==> config.mk <==
export PLATFORM = sky130hd
export DESIGN_NAME = uerr_hdr_log
export DESIGN_NICKNAME = d
export VERILOG_FILES = /design/src/rtl/uerr_log_pkg.sv /design/src/rtl/uerr_log_fmt.sv /design/src/rtl/uerr_log_fifo.sv /design/src/rtl/uerr_hdr_log.sv
export SDC_FILE = /design/constraint.sdc
export NUM_CORES = 2
export LEC_CHECK = 0
export BUFFER_PORTS_ARGS = -buffer_cell sky130_fd_sc_hd__buf_2
export CORE_ASPECT_RATIO = 1.4
export CORE_MARGIN = 2
export CORE_UTILIZATION = 50
export CTS_CLUSTER_DIAMETER = 30
export DETAILED_ROUTE_END_ITERATION = 8
export PLACE_DENSITY_LB_ADDON = 0.25
export SETUP_SLACK_MARGIN = 0.2
export SKIP_LAST_GASP = 1
export SYNTH_ARGS = -nofsm -noshare
export SYNTH_HDL_FRONTEND = slang
export SYNTH_SLANG_ARGS = --single-unit
==> constraint.sdc <==
create_clock -name clk -period 30.3 [get_ports clk]
set_input_delay 4.545 -clock clk [delete_from_list [all_inputs] [get_ports clk]]
set_output_delay 4.545 -clock clk [all_outputs]
set_load 0.02 [all_outputs]
==> src/rtl/uerr_log_pkg.sv <==
package uerr_log_pkg;
  localparam int STAT_W = 32;
  localparam int PTR_W  = $clog2(STAT_W);
  localparam int DW     = 32;
  localparam int NDW    = 4;
  localparam int LOG_W  = DW * NDW;

  typedef struct packed {
    logic [PTR_W-1:0] ptr;
    logic             hv;
    logic             pv;
    logic [LOG_W-1:0] hdr;
    logic [LOG_W-1:0] pfx;
  } ent_t;

  function automatic logic [PTR_W-1:0] idx_of(input logic [STAT_W-1:0] oh);
    logic [PTR_W-1:0] r;
    r = '0;
    for (int i = 0; i < STAT_W; i++)
      if (oh[i]) r = r | PTR_W'(i);
    return r;
  endfunction
endpackage

==> src/rtl/uerr_log_fmt.sv <==
module uerr_log_fmt
  import uerr_log_pkg::*;
(
  input  ent_t             ent,
  input  logic             pfx_sup,
  output logic [PTR_W-1:0] ptr,
  output logic [LOG_W-1:0] hdr,
  output logic [LOG_W-1:0] pfx,
  output logic             pflag
);
  always_comb begin
    ptr   = ent.ptr;
    pflag = ent.pv & pfx_sup;
    hdr   = ent.hv ? ent.hdr : '0;
    pfx   = pflag ? ent.pfx : '0;
  end
endmodule

==> src/rtl/uerr_log_fifo.sv <==
module uerr_log_fifo
  import uerr_log_pkg::*;
#(
  parameter int DEPTH = 8
) (
  input  logic                         clk,
  input  logic                         rst_n,
  input  logic                         push,
  input  ent_t                         push_ent,
  input  logic                         pop,
  input  logic                         flush,
  output ent_t                         head,
  output logic [$clog2(DEPTH+2)-1:0]   count,
  output logic [STAT_W-1:0]            pend
);
  localparam int AW = (DEPTH > 1) ? $clog2(DEPTH) : 1;
  localparam int CW = $clog2(DEPTH + 2);

  ent_t             mem [DEPTH];
  logic [DEPTH-1:0] vld_q, vld_n;
  logic [AW-1:0]    rd_q, rd_n, wr_q, wr_n;
  logic [CW-1:0]    cnt_q, cnt_n;

  function automatic logic [AW-1:0] inc(input logic [AW-1:0] p);
    return (p == AW'(DEPTH - 1)) ? '0 : p + AW'(1);
  endfunction

  always_comb begin
    vld_n = vld_q;
    rd_n  = rd_q;
    wr_n  = wr_q;
    cnt_n = cnt_q;
    if (flush) begin
      vld_n = '0;
      rd_n  = '0;
      wr_n  = '0;
      cnt_n = '0;
    end else begin
      if (pop) begin
        vld_n[rd_q] = 1'b0;
        rd_n        = inc(rd_q);
      end
      if (push) begin
        vld_n[wr_q] = 1'b1;
        wr_n        = inc(wr_q);
      end
      cnt_n = cnt_q + CW'(push) - CW'(pop);
    end
  end

  always_ff @(posedge clk or negedge rst_n) begin
    if (!rst_n) begin
      vld_q <= '0;
      rd_q  <= '0;
      wr_q  <= '0;
      cnt_q <= '0;
    end else begin
      vld_q <= vld_n;
      rd_q  <= rd_n;
      wr_q  <= wr_n;
      cnt_q <= cnt_n;
    end
  end

  always_ff @(posedge clk) begin
    if (push && !flush) mem[wr_q] <= push_ent;
  end

  always_comb begin
    pend = '0;
    for (int i = 0; i < DEPTH; i++)
      if (vld_q[i]) pend[mem[i].ptr] = 1'b1;
  end

  assign head  = mem[rd_q];
  assign count = cnt_q;

  // nothing enters a full queue unless a slot is freed in the same cycle
  a_r6_no_push_full: assert property (@(posedge clk) disable iff (!rst_n)
    push |-> (cnt_q < CW'(DEPTH)) || pop);
  // only a non-empty queue is popped
  a_r14_pop_nonempty: assert property (@(posedge clk) disable iff (!rst_n)
    pop |-> cnt_q != '0);
  // a flush leaves the queue empty
  a_r10_flush_empty: assert property (@(posedge clk) disable iff (!rst_n)
    flush |=> (cnt_q == '0) && (vld_q == '0));
  // occupancy count and slot flags agree
  a_r14_cnt_vld: assert property (@(posedge clk) disable iff (!rst_n)
    $countones(vld_q) == int'(cnt_q));
endmodule

==> src/rtl/uerr_hdr_log.sv <==
module uerr_hdr_log
  import uerr_log_pkg::*;
#(
  parameter int QDEPTH = 8
) (
  input  logic              clk,
  input  logic              rst_n,
  input  logic              mhr_en,
  input  logic              pfx_support,
  input  logic              log_req,
  input  logic [STAT_W-1:0] log_status,
  input  logic              log_hdr_vld,
  input  logic              log_pfx_vld,
  input  logic [LOG_W-1:0]  log_hdr,
  input  logic [LOG_W-1:0]  log_pfx,
  input  logic              sw_wr,
  input  logic [STAT_W-1:0] sw_clr,
  output logic [STAT_W-1:0] uncor_status,
  output logic [PTR_W-1:0]  first_ptr,
  output logic [LOG_W-1:0]  hdr_log,
  output logic [LOG_W-1:0]  pfx_log,
  output logic              pfx_logged,
  output logic              mhr_capable,
  output logic              hdr_ovf
);
  localparam int  CW    = $clog2(QDEPTH + 2);
  localparam bit  HAS_Q = (QDEPTH > 0);

  logic [STAT_W-1:0] st_q, st_n, st_w;
  logic [PTR_W-1:0]  ptr_q, ptr_n;
  logic [LOG_W-1:0]  hdr_q, hdr_n, pfx_q, pfx_n;
  logic              pf_q, pf_n, ovf_q, ovf_n, log_ld;
  logic              mhr, push, pop, flush, first_hold;
  logic [CW-1:0]     q_cnt, cnt_after;
  logic [STAT_W-1:0] q_pend;
  ent_t              q_head, req_ent;

  logic [PTR_W-1:0]  rq_ptr, hd_ptr;
  logic [LOG_W-1:0]  rq_hdr, rq_pfx, hd_hdr, hd_pfx;
  logic              rq_pf, hd_pf;

  assign mhr = mhr_en & HAS_Q;

  always_comb begin
    req_ent.ptr = idx_of(log_status);
    req_ent.hv  = log_hdr_vld;
    req_ent.pv  = log_pfx_vld;
    req_ent.hdr = log_hdr;
    req_ent.pfx = log_pfx;
  end

  uerr_log_fmt u_fmt_req (.ent(req_ent), .pfx_sup(pfx_support),
    .ptr(rq_ptr), .hdr(rq_hdr), .pfx(rq_pfx), .pflag(rq_pf));
  uerr_log_fmt u_fmt_pop (.ent(q_head), .pfx_sup(pfx_support),
    .ptr(hd_ptr), .hdr(hd_hdr), .pfx(hd_pfx), .pflag(hd_pf));

  generate
    if (HAS_Q) begin : g_q
      uerr_log_fifo #(.DEPTH(QDEPTH)) u_fifo (
        .clk(clk), .rst_n(rst_n), .push(push), .push_ent(req_ent),
        .pop(pop), .flush(flush), .head(q_head), .count(q_cnt),
        .pend(q_pend));
    end else begin : g_noq
      assign q_head = '0;
      assign q_cnt  = '0;
      assign q_pend = '0;
    end
  endgenerate

  // next state: the software write is resolved first, then the request
  always_comb begin
    st_w       = st_q & ~(sw_wr ? sw_clr : '0);
    first_hold = st_w[ptr_q];
    st_n   = st_w;
    ptr_n  = ptr_q;
    hdr_n  = hdr_q;
    pfx_n  = pfx_q;
    pf_n   = pf_q;
    log_ld = 1'b0;
    ovf_n  = 1'b0;
    push   = 1'b0;
    pop    = 1'b0;
    flush  = 1'b0;
    if (sw_wr) begin
      if (!first_hold) begin
        log_ld = 1'b1;
        if (mhr && q_cnt != '0) begin
          pop   = 1'b1;
          ptr_n = hd_ptr;
          hdr_n = hd_hdr;
          pfx_n = hd_pfx;
          pf_n  = hd_pf;
          st_n  = st_w | q_pend;
        end else begin
          ptr_n = '0;
          hdr_n = '0;
          pfx_n = '0;
          pf_n  = 1'b0;
        end
      end else if (mhr) begin
        st_n = st_w | q_pend;
      end else begin
        flush = 1'b1;
      end
    end
    cnt_after = flush ? '0 : q_cnt - CW'(pop);
    if (log_req) begin
      if (mhr && st_n[ptr_n]) begin
        if (cnt_after < CW'(QDEPTH)) push  = 1'b1;
        else                         ovf_n = 1'b1;
      end else begin
        log_ld = 1'b1;
        ptr_n  = rq_ptr;
        hdr_n  = rq_hdr;
        pfx_n  = rq_pfx;
        pf_n   = rq_pf;
      end
      st_n = st_n | log_status;
    end
  end

  always_ff @(posedge clk or negedge rst_n) begin
    if (!rst_n) begin
      st_q  <= '0;
      ptr_q <= '0;
      hdr_q <= '0;
      pfx_q <= '0;
      pf_q  <= 1'b0;
      ovf_q <= 1'b0;
    end else begin
      st_q  <= st_n;
      ovf_q <= ovf_n;
      if (log_ld) begin
        ptr_q <= ptr_n;
        hdr_q <= hdr_n;
        pfx_q <= pfx_n;
        pf_q  <= pf_n;
      end
    end
  end

  assign uncor_status = st_q;
  assign first_ptr    = ptr_q;
  assign hdr_log      = hdr_q;
  assign pfx_log      = pfx_q;
  assign pfx_logged   = pf_q;
  assign hdr_ovf      = ovf_q;
  assign mhr_capable  = HAS_Q;

  // requests carry exactly one status bit
  a_r2_req_onehot: assert property (@(posedge clk) disable iff (!rst_n)
    log_req |-> $onehot(log_status));
  // a prefix never arrives without a valid header
  a_r3_pfx_needs_hdr: assert property (@(posedge clk) disable iff (!rst_n)
    (log_req && log_pfx_vld) |-> log_hdr_vld);
  // an unflagged prefix capture is empty
  a_r4_pfx_zero: assert property (@(posedge clk) disable iff (!rst_n)
    !pf_q |-> (pfx_q == '0));
  // queuing alone leaves the captured error untouched
  a_r5_queue_keeps_log: assert property (@(posedge clk) disable iff (!rst_n)
    (push && !pop) |=> $stable(hdr_q) && $stable(ptr_q) && $stable(pfx_q));
  // overflow only from a full queue with no slot freed
  a_r6_ovf_when_full: assert property (@(posedge clk) disable iff (!rst_n)
    ovf_n |-> (q_cnt == CW'(QDEPTH)) && !pop);
  // a request is never queued when queued recording is off
  a_r13_push_needs_mhr: assert property (@(posedge clk) disable iff (!rst_n)
    push |-> mhr_en);
endmodule

### After elaboration in Yosys (flattened, before gate mapping)

Memory sizes are Yosys's and may differ from the RTL's.
Index checks and enable logic that the tools add are counted.

| word-level totals | value |
|---|---|
| flip-flop bits (word level) | 313 |
| bits in latches | 0 |
| memory bits (writable) | 2,104 |
| ROM bits | 0 |
| bits of input ports | 328 |
| output and inout port bits | 296 |
| word-level logic and storage cells | 235 |
| memories | 1 |

Memories:

| name | depth | bits a word | read ports | clocked after Yosys merged registers in | write ports | RTL line | text |
|---|---|---|---|---|---|---|---|
| g_q.u_fifo.mem | 8 | 263 | 9 | 0 | 1 | uerr_log_fifo.sv:19 | `ent_t mem [DEPTH];` |

| operators by class | value |
|---|---|
| add/subtract/negate cells | 5 |
| multiply operators | 0 |
| div/mod/pow operators | 0 |
| $lt $le $gt $ge | 23 |
| equality and inequality tests | 2 |
| shift operators | 0 |
| muxes and demuxes | 161 |
| bitwise gates (word level) | 16 |
| reduce and logical (&&, ||, !) cells | 17 |

Operator list:

| operator | count |
|---|---|
| $mux 128 | 22 |
| $mux 32 | 19 |
| $or 32x32->32 | 9 |
| $mux 5 | 25 |
| $lt 5x6->1 const B | 10 |
| $mux 1 | 54 |
| $demux 1 s5 | 8 |
| $ge 5x1->1 const B | 8 |
| $mux 4 | 10 |
| $mux 8 | 5 |
| $mux 3 | 12 |
| $and 32x32->32 | 1 |
| $not 32->32 | 1 |
| $logic_and 1x1->1 | 13 |
| $bmux 1 s5 | 2 |
| $and 8x8->8 | 1 |
| $lt 3x4->1 const B | 2 |
| $not 8->8 | 1 |
| $or 8x8->8 | 1 |
| $sub 4x1->4 | 2 |
| $add 3x1->3 const B | 2 |
| $demux 1 s3 | 2 |
| $eq 3x3->1 const B | 2 |
| $ge 3x1->1 const B | 2 |
| 7 further kinds | 10 |

### Longest topological paths before layout

An unclocked memory read counts as a cell.

| logic depth | value |
|---|---|
| depth in word-level cells | 38 |
| depth in mapped cells | 24 |
| depth with buffers taken out | 19 |

### By module

A second synthesis with hierarchy kept.

| second synthesis, totals | value |
|---|---|
| cell total of the unflattened synthesis | 6,874 |
| area, all modules | 104,995.7 µm² |

By module, submodules not included:

| module | times used | cells an instance | area an instance (µm²) | sequential area each (µm²) |
|---|---|---|---|---|
| uerr_log_fifo | 1 | 4,058 | 82,360.2 | 63,631.0 |
| uerr_hdr_log | 1 | 2,208 | 18,914.4 | 7,382.1 |
| uerr_log_fmt | 2 | 304 | 1,860.5 | 0.0 |

### Worst setup path before layout

No wires, ideal clock.

| path | value |
|---|---|
| kind | input -> register |
| start | input sw_wr |
| end | memory g_q.u_fifo.mem[0][0] (netlist bit), enable pin |
| library setup time | 1.530 ns |
| arrival time | 32.001 ns |
| data required time | 28.770 ns |
| slack | -3.231 ns |
| stages | 15 |
| path buffers | 4 |
| cells stage by stage | buf_4 buf_6 a21boi_2 nand2_1 a211o_2 o221ai_4 mux2i_2 buf_4 a21oi_1 a21boi_0 a221oi_1 o211ai_2 or3_1 buf_2 nor4_1 |

| on the way | value |
|---|---|
| cells in the longest elaborated chain, start to end | 20 |
| elaborated cells on any way between the ends | 40 |
| classes of those cells | add/sub: 1; order compare: 1; mux: 32; bitwise: 3; reduce/logical: 3 |

RTL lines:

| item | RTL line | text |
|---|---|---|
| start, declared | uerr_hdr_log.sv:16 | `input logic sw_wr,` |
| $mux 32 | uerr_hdr_log.sv:72 | `st_w = st_q & ~(sw_wr ? sw_clr : '0);` |
| $not 32->32 | uerr_hdr_log.sv:72 |  |
| $and 32x32->32 | uerr_hdr_log.sv:72 |  |
| $bmux 1 s5 | uerr_hdr_log.sv:73 | `first_hold = st_w[ptr_q];` |
| $mux 1 (implied by the code) | uerr_hdr_log.sv:73 |  |
| $mux 1 | uerr_hdr_log.sv:85 | `if (!first_hold) begin` |
| $mux 1 (2 in a row) | uerr_hdr_log.sv:84 | `if (sw_wr) begin` |
| $sub 4x1->4 | uerr_hdr_log.sv:106 | `cnt_after = flush ? '0 : q_cnt - CW'(pop);` |
| (+2 left out) | n/a |  |
| $mux 1 | uerr_hdr_log.sv:109 | `if (cnt_after < CW'(QDEPTH)) push = 1'b1;` |
| $mux 1 | uerr_hdr_log.sv:108 | `if (mhr && st_n[ptr_n]) begin` |
| $mux 1 | uerr_hdr_log.sv:107 | `if (log_req) begin` |
| $mux 1 | uerr_hdr_log.sv:108 |  |
| $mux 1 (2 in a row) | uerr_hdr_log.sv:107 |  |
| $logic_and 1x1->1 (*) | uerr_log_fifo.sv:66 | `if (push && !flush) mem[wr_q] <= push_ent;` |
| $mux 1 (*) | uerr_log_fifo.sv:66 |  |
| $mux 1 (implied by the code) (*) | uerr_log_fifo.sv:66 |  |
| end, declared | uerr_log_fifo.sv:19 |  |

Mark *: on every way between the ends. The rest lies on a longest branch, timed or not. The select of a mux whose other input is x is not followed.

### Final worst setup path

| path | value |
|---|---|
| start | input sw_wr |
| end | memory g_q.u_fifo.mem[4][66] (netlist bit), enable pin |

The elaborated chain is that of the path after synthesis.

==> metrics.md <==
| Metric | Value |
|---|---|
| Setup bufs post-CTS | 0 |
| H-tree depth | 5 |
| Fill cells | about 13,000 |
| Top cells by area, synth | edfxtp_1 69%, dfrtp_1 8.6%, a22oi_1 6.5%, o22ai_1 4.2%, mux2i_1 2.9% |
| CTS buffer count | around 370 |
| Leading area contributor after synthesis | edfxtp_1 |
| R2R depth | 15 |
| Measured slew at the worst slew-check pin | 1.17 ns |
| Most frequent cell after synthesis | edfxtp_1 |
| CP startpoint kind | primary input |
| Max-cap viol count | 0 |
| Final setup viols | 0 |
| Switching pwr | between 3 and 4 mW |
| Vias per cell | about 6.5 |
| Initial antenna violation count | 84 |
| Top sig layer | met5 |
| Initial drt markers | between 6,000 and 7,000 |
| Hold depth | 2 |
| Routed wl met2 | between 100,000 and 150,000 um |
| Dominant synthesized flop cell | edfxtp_1 |
| Die Footprint | 187,000 sq um |
| EDFF count, synth | roughly 2,100 |
| Core Area | 182,000 sq um |
| Clock Latency Late Sink | slightly below 1 ns |
| CP max FO | 47 |
| Largest net degree at the start of global routing | 149 |
| Die Y | about 510 um |
| DRC errors left | 0 |
| Die width | between 300 and 400 um |
| Util after Layout | 0.603 |
| Final ANT Viol Nets | 0 |
| Syn Inst Count | 5,591 |
| Hold path endpoint | hdr_log[13] |
| Placed cells | roughly 8,300 |
| Overall Power | 10.8 mW |
| Final Hold Viols | 0 |
| Fin cells | ~9,000 |
| Post-CTS Hold Fix Bufs | 0 |
| Peak Freq | 87.9 MHz |
| Register area share after synthesis | 0.776 |
| Worst R2R Setup Slack | 21.72 ns |
| Leakage | between 30 and 40 nW |
| Min-delay src | hdr_log[13] |
| Critical Path AT | 11.94 ns |
| Slowest Stage Delay on Critical Path | between 0.8 and 0.9 ns |
| Reg2Reg Capture Point | g_q.u_fifo.mem[4][66] |
| Fraction of layout cells with a size suffix above 1 | 0.211 |
| Crit path kind | in -> reg |
| Unrepaired setup endpoints after global routing | false |
| Cell-internal power | 7.37 mW |
| Synth Cell Area | between 90,000 and 100,000 sq um |
| Flop pwr share | 0.379 |
| Gpl congestion | ~0.96 |
| Synth cell types | 75 |
| Min-delay worst type | reg -> reg |
| Final Skew | between 0.09 and 0.1 ns |
| Comb power frac | 0.227 |
| Post-Syn Area per Cell | about 16 sq um |
| Post-Syn Nets | around 5,900 |
| Rows | about 190 |
| Required time of the critical path | slightly above 30 ns |
| Worst VDD drop | 0.000127 V |
| CTS clk-pin slew, worst paths | about 0.050 ns |
| Vias in the first global route | slightly below 60,000 |
| CTS Root Cell | clkbuf_16 |
| Drt pass-1 iters | 7 |
| Clock power share | 0.395 |
| Drt wl/cell | between 30 and 40 um |
| Worst r2r src | g_q.u_fifo.rd_q[0] |
| Port Buf Inserts | slightly above 600 |
| Worst setup path start | sw_wr |
| Post-CTS Resized | 0 |
| Grt total ovfl | 0 |
| Tcrit/Tclk final | 0.375 |
| Final Slew Violations | 0 |
| CP max-delay cell | nor2_4 |
| Slew HR | 0.221 |
| Commonest cells post-synth | 2,104 x edfxtp_1, 792 x a22oi_1, 611 x o22ai_1, 339 x nand2_1, 338 x clkbuf_1 |
| Final Cell Area | approximately 110,000 sq um |
| Routed wire length | approximately 270,000 um |
| TNS Setup | 0 ns |
| First-pass GRT wire length | between 300,000 and 400,000 um |
| Worst setup EP type | register |
| Via count | about 58,000 |
| GRT Total Usage | 0.285 |
| Syn-to-layout area delta | 19.8% |
| Synth Register Bits | 2,417 |
| Max clock buf depth | 4 |
| Switch share | 0.315 |
| Fraction of registers with async set/reset | 0.129 |
| Placed wire-length estimate | approximately 150,000 um |
| Crit-path cells | buf_2 > a21boi_1 > a21oi_1 > a211o_2 > o221ai_4 > mux2i_1 > and2_1 > a31oi_1 > o2111ai_1 > o211ai_2 > or3_1 > buf_4 > nor2_4 > buf_4 > buf_4 > buf_4 |
| Synthesis warning total | 0 |
| WL met3 | slightly above 30,000 um |
| Status | completed |
| # IOs | approximately 620 |
| Min cycle time layout | approximately 11 ns |
| NumNets Final | 6,604 |
| Placed Area | ~97,000 sq um |
| Starting Density | 0.504 |
| TritonCTS clock tree | done |
| Pwr Density | about 98 nW/um^2 |
| M1 WL | approximately 100,000 um |
| Synth top area share | 0.690 |
| Clock sinks | ~2,400 |
| CP most frequent cell | buf_4 |
placed cells by master, fill, tap and decap left out, types with 24 or more instances in the layout:
cell,count
a21boi_1,24
a21oi_1,29
a22oi_1,792
buf_2,620
buf_4,71
bufinv_16,38
clkbuf_1,41
clkbuf_16,382
clkinv_2,33
clkinv_4,32
clkinvlp_4,42
dfrtp_1,313
diode_2,32
edfxtp_1,2104
inv_6,50
mux2i_1,268
nand2_1,336
nand3_1,28
nand3b_1,36
nand4_1,135
nor2_1,54
nor4_1,149
o22ai_1,611
stage by stage:
step | setup slack, ns | hold WS, ns
after detailed placement | 18.01 | 0.570
after global routing | 18.69 | 0.603
after CTS | 19.04 | 0.581
final | 18.93 | 0.575
after floorplan | 3.98 | 0.504
after global placement | 18.09 | 0.561
sequential cells by signal, indices dropped and copies added (netlist names):
register / flops
pfx_log: 128
hdr_ovf: 1
g_q.u_fifo.count: 4
g_q.u_fifo.vld_q: 8
uncor_status: 32
g_q.u_fifo.mem: 2104
first_ptr: 5
hdr_log: 128
g_q.u_fifo.wr_q: 3
g_q.u_fifo.rd_q: 3
pfx_logged: 1
layer usage:
metal,vias to the layer above,track usage
met4,104,0.0842
met3,617,0.0881
li1,24564,-
met1,29841,0.375
met5,-,0
met2,3102,0.458
kinds of logic after synthesis:
kind of cell / share of synthesized area
buffers and inverters: 0.0199
AO/OA/AOI/OAI: 0.123
AND/OR/NAND/NOR: 0.0487
multiplexers: 0.0311
XOR/XNOR: 0.000287
other: 0.0000410
flip-flops: 0.776
adder cells (fa/ha/maj): 0.00159
power groups by stage:
stage | Combinational, mW | Sequential (mW) | Clock, mW
after floorplan | 1.38 | 4.32 | 0
after global placement | 2.41 | 4.12 | 0
after detailed placement | 2.42 | 4.13 | 0
after CTS | 2.43 | 4.07 | 4.29
after global routing | 2.59 | 4.10 | 4.43
final | 2.44 | 4.07 | 4.25
cell type report:
| cell class | instances | area (sq um) | area share |
|---|---|---|---|
| Antenna cell | 32 | 80.1 | 0.000730 |
| Clock buffer | 436 | 9890 | 0.0902 |
| Clock inverter | 238 | 2720 | 0.0248 |
| Inverter | 16 | 60.1 | 0.000548 |
| Multi-Input combinational cell | 2751 | 18900 | 0.172 |
| Sequential cell | 2417 | 71000 | 0.648 |
| Tap cell | 2431 | 3040 | 0.0277 |
| Timing Repair Buffer | 706 | 3930 | 0.0359 |
worst max path at each step:
stage / to / slack (ns)
global route: g_q.u_fifo.mem[4][61] / 18.69
CTS: g_q.u_fifo.mem[4][66] / 19.04
global placement: g_q.u_fifo.mem[4][2] / 18.09
finish: g_q.u_fifo.mem[4][66] / 18.93
detailed placement: g_q.u_fifo.mem[4][2] / 18.01
floorplan: g_q.u_fifo.mem[1][0] / 3.98
worst max-delay path: cells and delay by family:
kind | cells | cell delay (ns)
muxes | 1 | 0.70
and+or+nand+nor | 3 | 1.48
buffers and inverters | 5 | 2.93
AOI/OAI and AO/OA | 7 | 2.10
No activity file was read; power rests on OpenSTA's default activity.
